**config.mk**
```make
export PLATFORM = sky130hd
export DESIGN_NAME = pktdma_regfile
export DESIGN_NICKNAME = d
export VERILOG_FILES = /design/src/rtl/pktdma_pkg.sv /design/src/rtl/pktdma_addr_dec.sv /design/src/rtl/pktdma_mode_lock.sv /design/src/rtl/pktdma_chan.sv /design/src/rtl/pktdma_regfile.sv
export SDC_FILE = /design/constraint.sdc
export NUM_CORES = 1
export LEC_CHECK = 0
export BUFFER_PORTS_ARGS = -buffer_cell sky130_fd_sc_hd__buf_2
export CORE_MARGIN = 8
export CORE_UTILIZATION = 49
export CTS_BUF_LIST = sky130_fd_sc_hd__clkbuf_4 sky130_fd_sc_hd__clkbuf_8 sky130_fd_sc_hd__clkbuf_16
export DETAILED_ROUTE_END_ITERATION = 8
export GPL_ROUTABILITY_DRIVEN = 1
export PLACE_DENSITY = 0.76
export SLEW_MARGIN = 10
export SYNTH_ARGS = -nofsm -noshare
export SYNTH_HDL_FRONTEND = slang
export SYNTH_HIERARCHICAL = 1
export SYNTH_SLANG_ARGS = --single-unit
```
**constraint.sdc**
```tcl
create_clock -name clk -period 1.96 [get_ports clk]
set_input_delay 0.098 -clock clk [delete_from_list [all_inputs] [get_ports clk]]
set_output_delay 0.098 -clock clk [all_outputs]
set_load 0.02 [all_outputs]
```
**src/rtl/pktdma_pkg.sv**
```systemverilog
package pktdma_pkg;
  localparam int ADDR_W   = 8;
  localparam int DATA_W   = 32;
  localparam int SPAN_LG2 = 5;
  localparam int WOFF_W   = SPAN_LG2 - 2;
  localparam int CNT_W    = 16;
  localparam int PTR_W    = 32;
  localparam int THR_W    = 16;
  localparam int LANES    = DATA_W / 8;

  localparam logic [WOFF_W-1:0] W_CTRL = 3'd0;
  localparam logic [WOFF_W-1:0] W_CNT  = 3'd1;
  localparam logic [WOFF_W-1:0] W_PTR  = 3'd3;
  localparam logic [WOFF_W-1:0] W_THR  = 3'd5;

  localparam int C_DRVRST = 2;
  localparam int C_AUTO   = 3;
  localparam int C_ENGRST = 5;
  localparam int C_GO     = 7;
  localparam int C_MASK   = 8;

  localparam int S_PARITY   = 0;
  localparam int S_DONE     = 2;
  localparam int S_DRVIRQ   = 4;
  localparam int S_PKTSTATE = 6;

  typedef struct packed {
    logic       mask;
    logic       eng_rst;
    logic       auto_en;
    logic       drv_rst;
    logic [1:0] pio;
  } ctrl_t;

  function automatic logic [DATA_W-1:0] merge_lanes(
    input logic [DATA_W-1:0] old_w,
    input logic [DATA_W-1:0] new_w,
    input logic [LANES-1:0]  be);
    logic [DATA_W-1:0] r;
    r = old_w;
    for (int l = 0; l < LANES; l++)
      if (be[l]) r[8*l +: 8] = new_w[8*l +: 8];
    return r;
  endfunction
endpackage

```
**src/rtl/pktdma_addr_dec.sv**
```systemverilog
module pktdma_addr_dec
  import pktdma_pkg::*;
#(
  parameter int              NUM_CH    = 2,
  parameter logic [ADDR_W-1:0] CH_BASE   = 8'h80,
  parameter logic [ADDR_W-1:0] LOCK_ADDR = 8'hC7
) (
  input  logic [ADDR_W-1:0] addr_i,
  output logic [NUM_CH-1:0] ch_hit_o,
  output logic [WOFF_W-1:0] woff_o,
  output logic              lock_hit_o
);
  localparam int IDX_W = ADDR_W - SPAN_LG2;
  localparam logic [IDX_W-1:0] BASE_IDX = CH_BASE[ADDR_W-1:SPAN_LG2];

  logic aligned;
  assign aligned = (addr_i[1:0] == 2'b00);
  assign woff_o  = addr_i[SPAN_LG2-1:2];
  assign lock_hit_o = aligned && (addr_i[ADDR_W-1:2] == LOCK_ADDR[ADDR_W-1:2]);

  for (genvar c = 0; c < NUM_CH; c++) begin : g_hit
    assign ch_hit_o[c] = aligned &&
      (addr_i[ADDR_W-1:SPAN_LG2] == IDX_W'(int'(BASE_IDX) + c));
  end
endmodule

```
**src/rtl/pktdma_mode_lock.sv**
```systemverilog
module pktdma_mode_lock
  import pktdma_pkg::*;
#(
  parameter int         LANE = 3,
  parameter logic [7:0] KEY  = 8'h07
) (
  input  logic              clk,
  input  logic              rst,
  input  logic              wr_i,
  input  logic              rd_i,
  input  logic              hit_i,
  input  logic              be_i,
  input  logic [7:0]        wbyte_i,
  output logic              armed_o,
  output logic [DATA_W-1:0] rword_o
);
  logic [7:0] key_q;

  always_ff @(posedge clk) begin
    if (rst) key_q <= '0;
    else if (wr_i && hit_i && be_i) key_q <= wbyte_i;
  end

  assign armed_o = (key_q == KEY);
  assign rword_o = (rd_i && hit_i) ? (DATA_W'(key_q) << (8*LANE)) : '0;
endmodule

```
**src/rtl/pktdma_chan.sv**
```systemverilog
module pktdma_chan
  import pktdma_pkg::*;
(
  input  logic              clk,
  input  logic              rst,
  input  logic              sel_i,
  input  logic              wr_i,
  input  logic              rd_i,
  input  logic [WOFF_W-1:0] woff_i,
  input  logic [DATA_W-1:0] wdata_i,
  input  logic [LANES-1:0]  be_i,
  input  logic              lock_armed_i,
  input  logic [3:0]        ev_i,
  output logic [DATA_W-1:0] rword_o,
  output logic              go_o,
  output ctrl_t             ctrl_o,
  output logic [CNT_W-1:0]  cnt_o,
  output logic [PTR_W-1:0]  ptr_o,
  output logic [THR_W-1:0]  thr_in_o,
  output logic [THR_W-1:0]  thr_out_o,
  output logic              pend_o
);
  ctrl_t             ctrl_q;
  logic              go_q;
  logic [7:0]        status_q;
  logic [CNT_W-1:0]  cnt_q;
  logic [PTR_W-1:0]  ptr_q;
  logic [THR_W-1:0]  thr_in_q, thr_out_q;

  logic              wr_hit, clr;
  logic [7:0]        ev_byte, status_nx;
  logic [DATA_W-1:0] cnt_m, ptr_m, thr_m;
  logic [15:0]       ctrl_rd;
  logic              unused_bits;

  assign wr_hit = wr_i && sel_i;
  assign clr    = rd_i && sel_i && (woff_i == W_CTRL) && be_i[2];

  always_comb begin
    ev_byte             = '0;
    ev_byte[S_PARITY]   = ev_i[0];
    ev_byte[S_DONE]     = ev_i[1];
    ev_byte[S_DRVIRQ]   = ev_i[2];
    ev_byte[S_PKTSTATE] = ev_i[3];
    status_nx = (clr ? 8'h00 : status_q) | ev_byte;
  end

  assign cnt_m = merge_lanes(DATA_W'(cnt_q), wdata_i, be_i);
  assign ptr_m = merge_lanes(DATA_W'(ptr_q), wdata_i, be_i);
  assign thr_m = merge_lanes({thr_out_q, thr_in_q}, wdata_i, be_i);

  always_ff @(posedge clk) begin
    if (rst) begin
      ctrl_q    <= '0;
      go_q      <= 1'b0;
      status_q  <= '0;
      cnt_q     <= '0;
      ptr_q     <= '0;
      thr_in_q  <= '0;
      thr_out_q <= '0;
    end else begin
      go_q     <= 1'b0;
      status_q <= status_nx;
      if (wr_hit) begin
        case (woff_i)
          W_CTRL: begin
            if (be_i[0]) begin
              ctrl_q.pio     <= wdata_i[1:0];
              ctrl_q.drv_rst <= wdata_i[C_DRVRST];
              ctrl_q.auto_en <= wdata_i[C_AUTO];
              ctrl_q.eng_rst <= wdata_i[C_ENGRST];
              go_q <= wdata_i[C_GO] && !wdata_i[C_ENGRST] && lock_armed_i;
            end
            if (be_i[1]) ctrl_q.mask <= wdata_i[C_MASK];
          end
          W_CNT: cnt_q <= cnt_m[CNT_W-1:0];
          W_PTR: ptr_q <= ptr_m[PTR_W-1:0];
          W_THR: begin
            thr_in_q  <= thr_m[THR_W-1:0];
            thr_out_q <= thr_m[2*THR_W-1:THR_W];
          end
          default: ;
        endcase
      end
    end
  end

  always_comb begin
    ctrl_rd           = '0;
    ctrl_rd[1:0]      = ctrl_q.pio;
    ctrl_rd[C_DRVRST] = ctrl_q.drv_rst;
    ctrl_rd[C_AUTO]   = ctrl_q.auto_en;
    ctrl_rd[C_ENGRST] = ctrl_q.eng_rst;
    ctrl_rd[C_MASK]   = ctrl_q.mask;
    rword_o = '0;
    if (rd_i && sel_i) begin
      case (woff_i)
        W_CTRL:  rword_o = {8'h00, status_q, ctrl_rd};
        W_CNT:   rword_o = DATA_W'(cnt_q);
        W_PTR:   rword_o = DATA_W'(ptr_q);
        W_THR:   rword_o = {thr_out_q, thr_in_q};
        default: rword_o = '0;
      endcase
    end
  end

  assign unused_bits = ^{wdata_i[6], wdata_i[4], wdata_i[DATA_W-1:9],
                         cnt_m[DATA_W-1:CNT_W]};

  assign go_o      = go_q;
  assign ctrl_o    = ctrl_q;
  assign cnt_o     = cnt_q;
  assign ptr_o     = ptr_q;
  assign thr_in_o  = thr_in_q;
  assign thr_out_o = thr_out_q;
  assign pend_o    = (status_q != 8'h00);

  // a start pulse never leaves while the engine reset level is held
  assert_go_not_in_reset_R3: assert property (@(posedge clk) disable iff (rst)
    go_q |-> !ctrl_q.eng_rst);

  // without a clearing read, no status bit ever drops
  assert_status_sticky_R5: assert property (@(posedge clk) disable iff (rst)
    !clr |=> ((status_q & $past(status_q)) == $past(status_q)));

  // a clearing read leaves only the events of that same cycle
  assert_clear_keeps_new_R6: assert property (@(posedge clk) disable iff (rst)
    clr |=> (status_q == $past(ev_byte)));
endmodule

```
**src/rtl/pktdma_regfile.sv**
```systemverilog
module pktdma_regfile
  import pktdma_pkg::*;
#(
  parameter int                NUM_CH    = 2,
  parameter logic [ADDR_W-1:0] CH_BASE   = 8'h80,
  parameter logic [ADDR_W-1:0] LOCK_ADDR = 8'hC7,
  parameter logic [7:0]        LOCK_KEY  = 8'h07
) (
  input  logic                    clk,
  input  logic                    rst,
  input  logic                    bus_wr,
  input  logic                    bus_rd,
  input  logic [ADDR_W-1:0]       bus_addr,
  input  logic [DATA_W-1:0]       bus_wdata,
  input  logic [LANES-1:0]        bus_be,
  output logic [DATA_W-1:0]       bus_rdata,
  input  logic [NUM_CH-1:0]       ev_parity_i,
  input  logic [NUM_CH-1:0]       ev_done_i,
  input  logic [NUM_CH-1:0]       ev_drvirq_i,
  input  logic [NUM_CH-1:0]       ev_pktstate_i,
  output logic [NUM_CH-1:0]       go_o,
  output logic [NUM_CH-1:0]       auto_en_o,
  output logic [NUM_CH-1:0]       eng_rst_o,
  output logic [NUM_CH-1:0]       drv_rst_o,
  output logic [NUM_CH-1:0]       irq_mask_o,
  output logic [2*NUM_CH-1:0]     pio_mode_o,
  output logic [CNT_W*NUM_CH-1:0] desc_cnt_o,
  output logic [PTR_W*NUM_CH-1:0] next_desc_o,
  output logic [THR_W*NUM_CH-1:0] fifo_in_thr_o,
  output logic [THR_W*NUM_CH-1:0] fifo_out_thr_o,
  output logic                    irq_o
);
  localparam int LOCK_LANE = int'(LOCK_ADDR[1:0]);

  logic [NUM_CH-1:0] ch_hit, pend;
  logic [WOFF_W-1:0] woff;
  logic              lock_hit, lock_armed;
  logic [DATA_W-1:0] lock_word, rd_word, rdata_q;
  logic [DATA_W-1:0] ch_word [NUM_CH];
  ctrl_t             ctrl   [NUM_CH];

  pktdma_addr_dec #(.NUM_CH(NUM_CH), .CH_BASE(CH_BASE), .LOCK_ADDR(LOCK_ADDR)) u_dec (
    .addr_i(bus_addr), .ch_hit_o(ch_hit), .woff_o(woff), .lock_hit_o(lock_hit));

  pktdma_mode_lock #(.LANE(LOCK_LANE), .KEY(LOCK_KEY)) u_lock (
    .clk(clk), .rst(rst), .wr_i(bus_wr), .rd_i(bus_rd), .hit_i(lock_hit),
    .be_i(bus_be[LOCK_LANE]), .wbyte_i(bus_wdata[8*LOCK_LANE +: 8]),
    .armed_o(lock_armed), .rword_o(lock_word));

  for (genvar c = 0; c < NUM_CH; c++) begin : g_ch
    pktdma_chan u_chan (
      .clk(clk), .rst(rst), .sel_i(ch_hit[c]), .wr_i(bus_wr), .rd_i(bus_rd),
      .woff_i(woff), .wdata_i(bus_wdata), .be_i(bus_be), .lock_armed_i(lock_armed),
      .ev_i({ev_pktstate_i[c], ev_drvirq_i[c], ev_done_i[c], ev_parity_i[c]}),
      .rword_o(ch_word[c]), .go_o(go_o[c]), .ctrl_o(ctrl[c]),
      .cnt_o(desc_cnt_o[CNT_W*c +: CNT_W]), .ptr_o(next_desc_o[PTR_W*c +: PTR_W]),
      .thr_in_o(fifo_in_thr_o[THR_W*c +: THR_W]),
      .thr_out_o(fifo_out_thr_o[THR_W*c +: THR_W]), .pend_o(pend[c]));

    assign auto_en_o[c]        = ctrl[c].auto_en;
    assign eng_rst_o[c]        = ctrl[c].eng_rst;
    assign drv_rst_o[c]        = ctrl[c].drv_rst;
    assign irq_mask_o[c]       = ctrl[c].mask;
    assign pio_mode_o[2*c +: 2] = ctrl[c].pio;

    // a start pulse only follows a cycle in which the key was armed
    assert_go_needs_key_R4: assert property (@(posedge clk) disable iff (rst)
      go_o[c] |-> $past(lock_armed));
  end

  always_comb begin
    rd_word = lock_word;
    for (int c = 0; c < NUM_CH; c++) rd_word = rd_word | ch_word[c];
  end

  always_ff @(posedge clk) begin
    if (rst) rdata_q <= '0;
    else if (bus_rd) rdata_q <= rd_word;
  end

  assign bus_rdata = rdata_q;
  assign irq_o     = |(pend & ~irq_mask_o);

  // with every channel masked the interrupt line stays low
  assert_irq_masked_R7: assert property (@(posedge clk) disable iff (rst)
    (&irq_mask_o) |-> !irq_o);

  // read data only moves after a read strobe
  assert_rdata_hold_R9: assert property (@(posedge clk) disable iff (rst)
    !$past(bus_rd) |-> $stable(bus_rdata));
endmodule

```
### After elaboration in Yosys (flattened, before gate mapping)

Index checks and enable logic that the tools add are counted.

* output and inout bits: 207
* word-level logic and storage cells: 108
* input bits: 56
* flip-flop bits (word level): 230

* bitwise logic cells: 8
* muxes and demuxes: 9
* reductions and logical operators: 48
* eq/ne operators: 7

Operator list (number)
* 32-bit case mux with 4 select lines: 2
* 32-bit two-way mux: 3
* 3-bit AND reduction: 24
* 32-bit OR: 2
* 1-bit logical AND: 16
* 8-bit two-way mux: 2
* 8-bit by 7-bit OR with 8-bit output: 2
* 8-bit nonzero test: 2
* 3-bit equality test (second input constant): 3
* 8-bit by 3-bit equality test with 1-bit output (second input constant): 1
* 6-bit equality test (second input constant): 1
* 2-bit OR reduction: 3
* 3-bit by 1-bit equality test with 1-bit output (second input constant): 1
* 3-bit by 2-bit equality test with 1-bit output (second input constant): 1
* 3-bit zero test: 1
* 2-bit AND: 1
* 2-bit zero test: 1
* 1-bit two-way mux: 2
* 1-bit inverter: 2
* 2-bit inverter: 1
* 1-bit zero test: 1

### Logic depth before layout (Yosys ltp)

Gate-level depths: netlist of run 1.

* depth after elaboration: 7
* depth in mapped cells: 8
* mapped depth without buffers: 7

### Modules after synthesis

Netlist of run 1, hierarchy kept.

By module, submodules not included
* pktdma_chan: cells each 480, sequential area each 1821.7 um2, instances 2, area an instance 4664.5 um2
* pktdma_regfile: cells each 141, sequential area each 640.6 um2, instances 1, area an instance 1397.6 um2
* pktdma_mode_lock: cells each 71, sequential area each 160.2 um2, instances 1, area an instance 620.6 um2
* pktdma_addr_dec: cells each 9, sequential area each 0.0 um2, instances 1, area an instance 61.3 um2

### Least setup slack after synthesis of run 1

Ideal clock, no wire load.

* path kind: input to register
* from: in bus_addr[1]
* to: reg rdata_q[26] (netlist: bus_rdata[26])
* data required time: 1874 ps
* stages: 8
* arrival: 1753 ps
* path slack: 122 ps
* path buffers: 1
* setup time: 86 ps
* cells stage by stage: or4b_1 nor2_1 nand2_1 a211o_1 buf_2 nor2_1 nor3_1 a211oi_1

RTL lines
* start: declaration: line pktdma_regfile.sv:13 `input logic [ADDR_W-1:0] bus_addr,`
* end signal: assignment: line pktdma_regfile.sv:78 `else if (bus_rd) rdata_q <= rd_word;`
* end: declaration: line pktdma_regfile.sv:38 `logic [DATA_W-1:0] lock_word, rd_word, rdata_q;`

### Final worst setup path of run 1

* from: reg g_ch[0].u_chan.status_q[6]
* to: out irq_o

* longest elaborated chain between the ends: 3

RTL lines
* start: declaration: line pktdma_chan.sv:25 `logic [7:0] status_q;`
* start signal: assignment: line pktdma_chan.sv:63 `status_q <= status_nx;`
* 8-bit nonzero test: line pktdma_chan.sv:116 `assign pend_o = (status_q != 8'h00);`
* via pend[0]: line pktdma_regfile.sv:35 `logic [NUM_CH-1:0] ch_hit, pend;`
* 2-bit AND: line pktdma_regfile.sv:82 `assign irq_o = |(pend & ~irq_mask_o);`
* 2-bit OR reduction: line pktdma_regfile.sv:82
* end: declaration: line pktdma_regfile.sv:31 `output logic irq_o`

The timed path passes the listed nets, and every way through them passes these cells.

==> results of run 1 <==
-- cells in the mapped netlist (4+ instances only) --
cell type | count | area share, %
nor2b_1 | 16 | 0.88
clkbuf_1 | 33 | 1.1
and4b_1 | 4 | 0.35
a211oi_1 | 4 | 0.26
mux2_2 | 12 | 1.2
a211oi_2 | 28 | 3.1
nand2_1 | 30 | 0.99
nand2_2 | 10 | 0.55
nor3_1 | 48 | 2.1
nor4b_1 | 8 | 0.61
dfxtp_1 | 222 | 39
nor2_1 | 90 | 3.0
nand2b_1 | 251 | 14
and2_1 | 6 | 0.33
buf_6 | 10 | 0.99
a22oi_1 | 24 | 1.6
nand3b_1 | 14 | 0.92
a2bb2oi_1 | 20 | 1.5
nor4_1 | 9 | 0.49
mux2i_1 | 200 | 18
a311oi_1 | 12 | 0.92
and3_1 | 12 | 0.66
buf_2 | 25 | 1.1
buf_12 | 4 | 0.70
a221oi_1 | 8 | 0.61
nand3_1 | 4 | 0.18
and3_4 | 4 | 0.39
buf_4 | 39 | 2.6
-- registers in the layout, summed over array words and instances, names as in the netlist --
name and cells:
g_ch.u_chan/cnt_o 32, g_ch.u_chan/ctrl_o 12, g_ch.u_chan/status_q 8, g_ch.u_chan/ptr_o 64, u_lock/key_q 8, g_ch.u_chan/go_o 2
g_ch.u_chan/thr_out_o 32, g_ch.u_chan/thr_in_o 32, bus_rdata 32
-- worst min-delay path: stages --
cell and delay (ns):
buf_2 0.14, nand2b_1 0.15, mux2i_1 0.08
-- cell type report --
type / instances / area (µm²)
fill: 1992 / 8930
multi-input combinational: 865 / 6270
sequential: 222 / 4440
timing repair buffer: 366 / 2370
clock buffer: 33 / 711
tap: 319 / 399
clock inverter: 6 / 55.1
inverter: 4 / 15.0
-- stage by stage --
stage                     std cells  area (µm²)  TNS, ns
after detailed placement       1738       13100    -3.02
after global placement         1738       13100   -0.859
after floorplan                1204       11500        0
after global routing           1815       14300        0
final                          1815       14300        0
after CTS                      1815       14300        0
-- logic make-up after synthesis --
group	after synthesis
buffers and inverters	117
flip-flops	222
AO/OA/AOI/OAI	99
other	1
AND/OR/NAND/NOR	528
multiplexers	212
adder cells (fa/ha/maj)	2
-- power breakdown --
group          internal [W]  switching (W)
Combinational      0.000386       0.000541
Sequential          0.00457      0.0000397
Clock               0.00264        0.00182
-- how the worst max path moves through the flow --
| stage | slack (ns) | cells past startpoint | end | from |
|---|---|---|---|---|
| CTS | 0.03 | 4 | irq_o | g_ch[0].u_chan/status_q[6] |
| detailed placement | -0.11 | 7 | g_ch[0].u_chan/thr_in_o[13] | bus_addr[1] |
| floorplan | 0.12 | 8 | bus_rdata[26] | bus_addr[1] |
| global placement | -0.07 | 9 | bus_rdata[21] | bus_addr[1] |
| finish | 0.09 | 4 | irq_o | g_ch[0].u_chan/status_q[6] |
| global route | 0.006 | 4 | irq_o | g_ch[0].u_chan/status_q[6] |
-- metal layers --
metal,share of wire [%],vias up,global-route usage [%]
li1,-,4676,-
met1,40,4719,29.5
met2,49,376,43.4
met3,7.6,80,6.31
met4,3.4,4,9.16
met5,0.072,-,0
==> results.toml, run 1 <==
[status]
status = "complete, no violations"

[setup_path]
rr_worst_depth = 4
crit_path_cell_trace = "or4_1 > inv_1 > o22ai_1 > buf_2"
required_ns = 1.86
crit_slowest_cell = "or4_1"
worstSetupEndpointType = "output port"
slowest_delay_ns = 0.52
path_max_fanout = 3
r2r_start = "u_lock/key_q[7]"
critPathArrivalTime_ns = 1.77
path_buf_inv = 2
critical-path-top-delay-family = "simple AND/OR/NAND/NOR gates"
r2r_slack_ns = 0.29
r2r_end = "g_ch[0].u_chan/go_o"
critPathKind = "reg -> out"
start_kind = "register"

[sta]
min_period_ns = 1.87
slew_viol_final = 0
max_freq_ghz = 0.534
max-slew-margin-rel_pct = 45.7
skew_ns = 0.00453
setup_viol = 0
worst_slack_ns = 0.0890
hold_viol = 0
fin_hold_ws_ns = 0.0205
rsz0062_at_grt = "no"
timing.final.crit_share_pct = 95.5
worst_pin_slew_ns = 0.812

[final_layout]
nNetsFinal = 1540
area_growth_pct = 25.0
final_cell_mix = "261 x buf_2, 251 x nand2b_1, 222 x dfxtp_1"
drive_gt1_share_pct = 28.9
antenna_cells = 0
final_util_pct = 61.5
final_common_cell = "buf_2"

[placement]
hpwl_um = 28100
port_buffers = 262
pre_cts_ws_ns = -0.107
finalWeightedCongestion = 0.918

[synth]
yosys-mux-area-fraction_pct = 18.7
synthSimpleGateAreaFrac_pct = 27.1
synth-edff-count = 0
synth.yosys.seq_area_share_pct = 39.0
synth_compound_area_share_pct = 8.19
synth_xor_xnor_area_share_pct = 0
synth_top_family_by_area = "simple AND/OR/NAND/NOR gates"
ys_ff_latch = 222
synth_cell_type_count = 47
syn_inst = 1181
synth_warnings = 6
synth_ff_type = "dfxtp_1"
async_flop_share_pct = 0
synthAdderAreaFrac_pct = 0.197
avgSynthCellArea_um2 = 9.66
syn_area_um2 = 11400

[cts]
post-cts-setup-buffers = 0
insertion_delay_ns = 0.51
cts_buffers = 25
hold_buffers = 38
ctsResizeCount = 0
cts_sinks = 222
clk_pin_slew_worst_paths_ns = 0.06
cts_root_buf = "clkbuf_16"
tritoncts = "yes"
clk_path_buf_depth = 3
htree_levels = 1

[floorplanning]
core-area_um2 = 23200
start_util_pct = 49.2
io_pins = 263
die_x_um = 169
dieArea_um2 = 28400
row_count = 56
fp.dieH_um = 169

[detailed_routing]
drt_iter0_drc = 809
vias_per_cell = 5.43
drtPass1Iterations = 6
antenna_left = 0
wl_per_cell_um = 20.6
wl_um = 37300
drc = 0
vias = 9855

[grt]
grt_use_total_pct = 25.0
antenna_found_initial = 2
grt_pass1_wl_um = 56100
grt_overflow = 0
grt_pass1_vias = 10041
grt_max_degree = 80

[pwr]
p_leak_nw = 6.53
p_per_area_nw_per_um2 = 701
totalPowerFinal_w = 0.0100
vdd_ir_drop_max_v = 0.000513

[min_path]
min_to = "g_ch[0].u_chan/ptr_o[1]"
hold_depth = 3
hold_path.class = "in -> reg"
min-delay-start = "bus_wdata[1]"

[run]
drv_cap = 0
(Power assumes the default switching activity.)
==> inputs of run 2 (changes only) <==
--- a/config.mk
+++ b/config.mk
@@ -7,11 +7,11 @@
 export LEC_CHECK = 0
 export BUFFER_PORTS_ARGS = -buffer_cell sky130_fd_sc_hd__buf_2
 export CORE_MARGIN = 8
-export CORE_UTILIZATION = 49
+export CORE_UTILIZATION = 45
 export CTS_BUF_LIST = sky130_fd_sc_hd__clkbuf_4 sky130_fd_sc_hd__clkbuf_8 sky130_fd_sc_hd__clkbuf_16
 export DETAILED_ROUTE_END_ITERATION = 8
 export GPL_ROUTABILITY_DRIVEN = 1
-export PLACE_DENSITY = 0.76
+export PLACE_DENSITY = 0.7
 export SLEW_MARGIN = 10
 export SYNTH_ARGS = -nofsm -noshare
 export SYNTH_HDL_FRONTEND = slang
==> run 2 against run 1 <==
  * Clock skew is 0.0010 ns higher
  * Fmax is 0.40% lower
  * Sequential share of layout area is 0.32 points lower
  * Critical path depth stayed put
  * Setup slack worse by 0.0074 ns
  * Routed wire length is 1.5% higher
  * Die area is 8.0% higher
==> results.toml, run 2 (same netlist as run 1, synthesis figures left out) <==
[grt]
grt_pass1_vias = 10190
grt_max_degree = 70
antenna_found_initial = 5
grt_overflow = 0
grt_pass1_wl_um = 57200
grt_use_total_pct = 23.4

[setup_path]
r2r_end = "g_ch[1].u_chan/go_o"
required_ns = 1.86
start_kind = "register"
critPathKind = "reg -> out"
path_max_fanout = 3
critPathArrivalTime_ns = 1.78
r2r_start = "u_lock/key_q[7]"
rr_worst_depth = 5
r2r_slack_ns = 0.25
critPathCapture = "irq_o"
worstSetupEndpointType = "output port"
setup.worst_path.start = "g_ch[0].u_chan/status_q[6]"

[detailed_routing]
wl_met2_um = 18400
wl_per_cell_um = 20.6
vias_per_cell = 5.35
drc = 0
vias = 9848
maxUsedRoutingLayer = "met5"
antenna_left = 0
m1WireLength_um = 15400
drt_iter0_drc = 613
dr_wl_met3_um = 2810
wl_um = 37900
drtPass1Iterations = 5

[sta]
skew_ns = 0.00556
max-slew-margin-rel_pct = 64.6
timing.final.crit_share_pct = 95.8
min_period_ns = 1.88
setup_viol = 0
rsz0062_at_grt = "no"
worst_pin_slew_ns = 0.531
slew_viol_final = 0
hold_viol = 0
tns_ns = 0
max_freq_ghz = 0.532

[cts]
htree_levels = 1
post-cts-setup-buffers = 0
tritoncts = "yes"
insertion_delay_ns = 0.51
clk_pin_slew_worst_paths_ns = 0.06
cts_buffers = 25
clk_path_buf_depth = 3
cts_root_buf = "clkbuf_16"
cts_sinks = 222

[floorplanning]
dieArea_um2 = 30700
fp.dieH_um = 175
row_count = 58
die_x_um = 175
start_util_pct = 45.6
io_pins = 263
core-area_um2 = 25000

[status]
status = "complete, no violations"

[final_layout]
nNetsFinal = 1549
multiInputGateArea_um2 = 6280
largest_register_ff_count = 64
final_cell_mix = "261 x buf_2, 251 x nand2b_1, 222 x dfxtp_1"
register_area_um2 = 4440
final_cells = 1840
area_growth_pct = 26.3
final_common_cell = "buf_2"
nFillCells = 2247
drive_gt1_share_pct = 29.6

[min_path]
hold_path.class = "in -> reg"
min-delay-start = "bus_be[0]"

[pwr]
totalPowerFinal_w = 0.0105
p_leak_nw = 6.60
p_per_area_nw_per_um2 = 726
vdd_ir_drop_max_v = 0.000587

[placement]
hpwl_um = 29000
port_buffers = 262
finalWeightedCongestion = 0.896
dpl.cell_count = 1755

[run]
drv_cap = 0
run 2: changes by cell type in the layout (fill, tap and decap cells not counted):
cell           before  now
or4_1               2    1
clkinv_2            5    4
bufinv_16           1    3
buf_4              52   62
diode_2             0    1
clkbuf_8            4    7
dlygate4sd3_1      38   41
nor2b_2             0    2
nor2b_1            16   14
buf_12             14   10
or4_4               0    1
run 2: worst max-delay path, stage by stage (launching register included):
cell	delay [ns]
dfxtp_1	0.32
or4_1	0.56
inv_1	0.08
o22ai_1	0.12
buf_2	0.19
run 2: per-layer routing:
metal	track usage, %	up-vias
met5	0	-
met4	7.98	8
met3	5.37	74
met2	41.1	367
met1	27.7	4722
li1	-	4677
run 2: report_power, final:
group / switching, W / leakage, nW / internal, W
Sequential: 0.0000411 / 1.80 / 0.00457
Combinational: 0.000542 / 4.37 / 0.000392
Clock: 0.00188 / 0.435 / 0.00304
run 2: cell type report:
type                            count  area share [%]
Clock buffer                       36            5.22
Sequential cell                   222            30.8
Timing Repair Buffer              375            16.6
Clock inverter                      7           0.764
Antenna cell                        1          0.0174
Tap cell                          330            2.86
Inverter                            4           0.104
Multi-Input combinational cell    865            43.6
run 2: how the worst min path moves through the flow:
stage                                            end  slack, ns  cells past startpoint
after detailed placement  g_ch[0].u_chan/status_q[6]       0.39                      3
after global routing      g_ch[0].u_chan/thr_in_o[7]       0.03                      3
after CTS                 g_ch[0].u_chan/thr_in_o[2]       0.01                      3
after floorplan                        bus_rdata[31]       0.16                      1
after global placement    g_ch[0].u_chan/status_q[2]       0.37                      3
final                     g_ch[0].u_chan/thr_in_o[2]       0.03                      3
run 2: repair_timing:
item,in CTS,in global routing
hold endpoints to repair,162,0
hold buffers,41,0
endpoints found under the setup margin,1,0
gates resized for setup,1,0
run 2: per-stage QoR:
step	hold WS, ns	util, %	setup WS, ns	instance area [µm²]
3_5_place_dp	0.386	52.5	-0.195	13100
5_1_grt	0.0334	57.6	0.0634	14400
6_report	0.0304	57.6	0.0816	14400
2_1_floorplan	0.163	-	0.122	11500
4_1_cts	0.0135	57.6	0.0507	14400
3_3_place_gp	0.372	52.5	-0.189	13100
==> inputs of run 3 (changes only) <==
--- a/config.mk
+++ b/config.mk
@@ -8,10 +8,9 @@
 export BUFFER_PORTS_ARGS = -buffer_cell sky130_fd_sc_hd__buf_2
 export CORE_MARGIN = 8
 export CORE_UTILIZATION = 45
-export CTS_BUF_LIST = sky130_fd_sc_hd__clkbuf_4 sky130_fd_sc_hd__clkbuf_8 sky130_fd_sc_hd__clkbuf_16
 export DETAILED_ROUTE_END_ITERATION = 8
 export GPL_ROUTABILITY_DRIVEN = 1
-export PLACE_DENSITY = 0.7
+export PLACE_DENSITY = 0.68
 export SLEW_MARGIN = 10
 export SYNTH_ARGS = -nofsm -noshare
 export SYNTH_HDL_FRONTEND = slang
==> constraint.sdc (replaced) <==
create_clock -name clk -period 1.8 [get_ports clk]
set_input_delay 0.09 -clock clk [delete_from_list [all_inputs] [get_ports clk]]
set_output_delay 0.09 -clock clk [all_outputs]
set_load 0.02 [all_outputs]
==> run 3 against run 2 <==
  * Sequential power up 8.9%
  * Clock power is 8.1% higher
  * Total power grew 8.9%
  * Sequential cell count is the same
  * Clock skew up 0.0011 ns
  * Critical path depth unchanged
  * Critical path type unchanged
==> results.toml, run 3 (same netlist as run 1, synthesis figures left out) <==
[status]
status = "complete, no violations"

[setup_path]
critPathKind = "reg -> out"
critPathArrivalTime_ns = 1.68
r2r_slack_ns = 0.18
crit_path_cell_trace = "or4_4 > inv_4 > o22ai_4 > buf_6"
r2r_end = "g_ch[0].u_chan/go_o"
required_ns = 1.71
setup.worst_path.start = "g_ch[1].u_chan/status_q[0]"
path_max_fanout = 2
rr_worst_depth = 4
worstSetupEndpointType = "output port"
crit_slowest_cell = "or4_4"
path_buf_inv = 2
critical-path-top-delay-family = "simple AND/OR/NAND/NOR gates"
start_kind = "register"
slowest_delay_ns = 0.54
r2r_start = "u_lock/key_q[7]"

[min_path]
min_to = "g_ch[0].u_chan/thr_in_o[7]"
min-delay-start = "bus_be[0]"
hold_depth = 3
hold_path.class = "in -> reg"

[cts]
cts_sinks = 222
insertion_delay_ns = 0.52
cts_buffers = 26
htree_levels = 1
tritoncts = "yes"
clk_pin_slew_worst_paths_ns = 0.06
clk_path_buf_depth = 3
cts_root_buf = "clkbuf_16"

[sta]
tns_ns = 0
skew_ns = 0.00668
hold_viol = 0
setup_viol = 0
min_period_ns = 1.77
timing.final.crit_share_pct = 98.2
slew_viol_final = 0
max_freq_ghz = 0.566
fin_hold_ws_ns = 0.0252
rsz0062_at_grt = "yes"
max-slew-margin-rel_pct = 29.4
worst_pin_slew_ns = 1.05

[floorplanning]
fp.dieH_um = 175
row_count = 58
dieArea_um2 = 30700
start_util_pct = 45.6
core-area_um2 = 25000
die_x_um = 175
io_pins = 263

[grt]
grt_pass1_wl_um = 57900
grt_pass1_vias = 9905
grt_max_degree = 106
grt_use_total_pct = 23.7
antenna_found_initial = 4
grt_overflow = 0

[final_layout]
area_growth_pct = 27.5
final_util_pct = 58.1
stdcell_area_um2 = 14500
nFillCells = 2212
antenna_cells = 0
final_cell_mix = "260 x buf_2, 251 x nand2b_1, 220 x dfxtp_1"
drive_gt1_share_pct = 30.2
nNetsFinal = 1562
final_common_cell = "buf_2"
register_area_um2 = 4450
largest_register_ff_count = 64
multiInputGateArea_um2 = 6310

[placement]
hpwl_um = 28900
port_buffers = 262
dpl-instance-area_um2 = 13200
finalWeightedCongestion = 0.902

[pwr]
p_leak_nw = 6.65
totalPowerFinal_w = 0.0114
vdd_ir_drop_max_v = 0.000647
p_per_area_nw_per_um2 = 783

[detailed_routing]
drtPass1Iterations = 6
vias = 9790
wl_per_cell_um = 20.6
drc = 0
wl_um = 38100
antenna_left = 0
vias_per_cell = 5.28
drt_iter0_drc = 707

[run]
drv_cap = 0
-- run 3: cell types whose count changed in the layout (fill, tap and decap cells not counted), sizes merged --
cell	previous run	this run
bufinv	3	2
buf	334	346
clkbuf	36	39
clkinvlp	0	1
diode	1	0
-- run 3: worst max-delay path by stage --
| stage | to | slack (ns) | cells after the start |
|---|---|---|---|
| after detailed placement | bus_rdata[5] | -0.34 | 9 |
| after floorplan | bus_rdata[26] | 0.02 | 8 |
| final | irq_o | 0.03 | 4 |
| after global placement | bus_rdata[3] | -0.33 | 9 |
| after CTS | irq_o | 0.001 | 4 |
| after global routing | irq_o | -0.003 | 4 |
-- run 3: area by class of cell --
class	instances	area share [%]
multi-input cells	865	43.4
inverters	4	0.120
flip-flops and latches	222	30.6
repair buffers	387	17.2
clock inverters	7	0.602
well taps	330	2.84
clock buffers	39	5.30
-- run 3: timing repair --
action	in CTS	in global routing
hold buffers	41	0
endpoints found under the hold margin	161	0
pin swaps	2	0
resized for setup	9	3
setup buffers	1	0
endpoints found under the setup margin	1	3
-- run 3: stage by stage --
stage / cells / setup WS (ns)
final: 1854 / 0.0324
after detailed placement: 1766 / -0.342
after CTS: 1854 / 0.00118
after floorplan: 1204 / 0.0210
after global routing: 1854 / -0.00323
after global placement: 1766 / -0.332
-- run 3: routing by layer --
| layer | share of wire, % | track usage, % |
|---|---|---|
| met1 | 41 | 28.8 |
| met2 | 47 | 40.1 |
| met4 | 3.8 | 9.22 |
| met5 | 0.12 | 0 |
| met3 | 7.8 | 5.53 |
-- run 3: tightest hold or removal path: stages --
cell and delay (ns):
buf_2 0.16, nand3_1 0.16, mux2i_1 0.09
-- run 3: report_power, final --
group | total [W] | switching, W | internal, W
Clock | 0.00532 | 0.00210 | 0.00322
Sequential | 0.00502 | 0.0000453 | 0.00498
Combinational | 0.00105 | 0.000605 | 0.000448
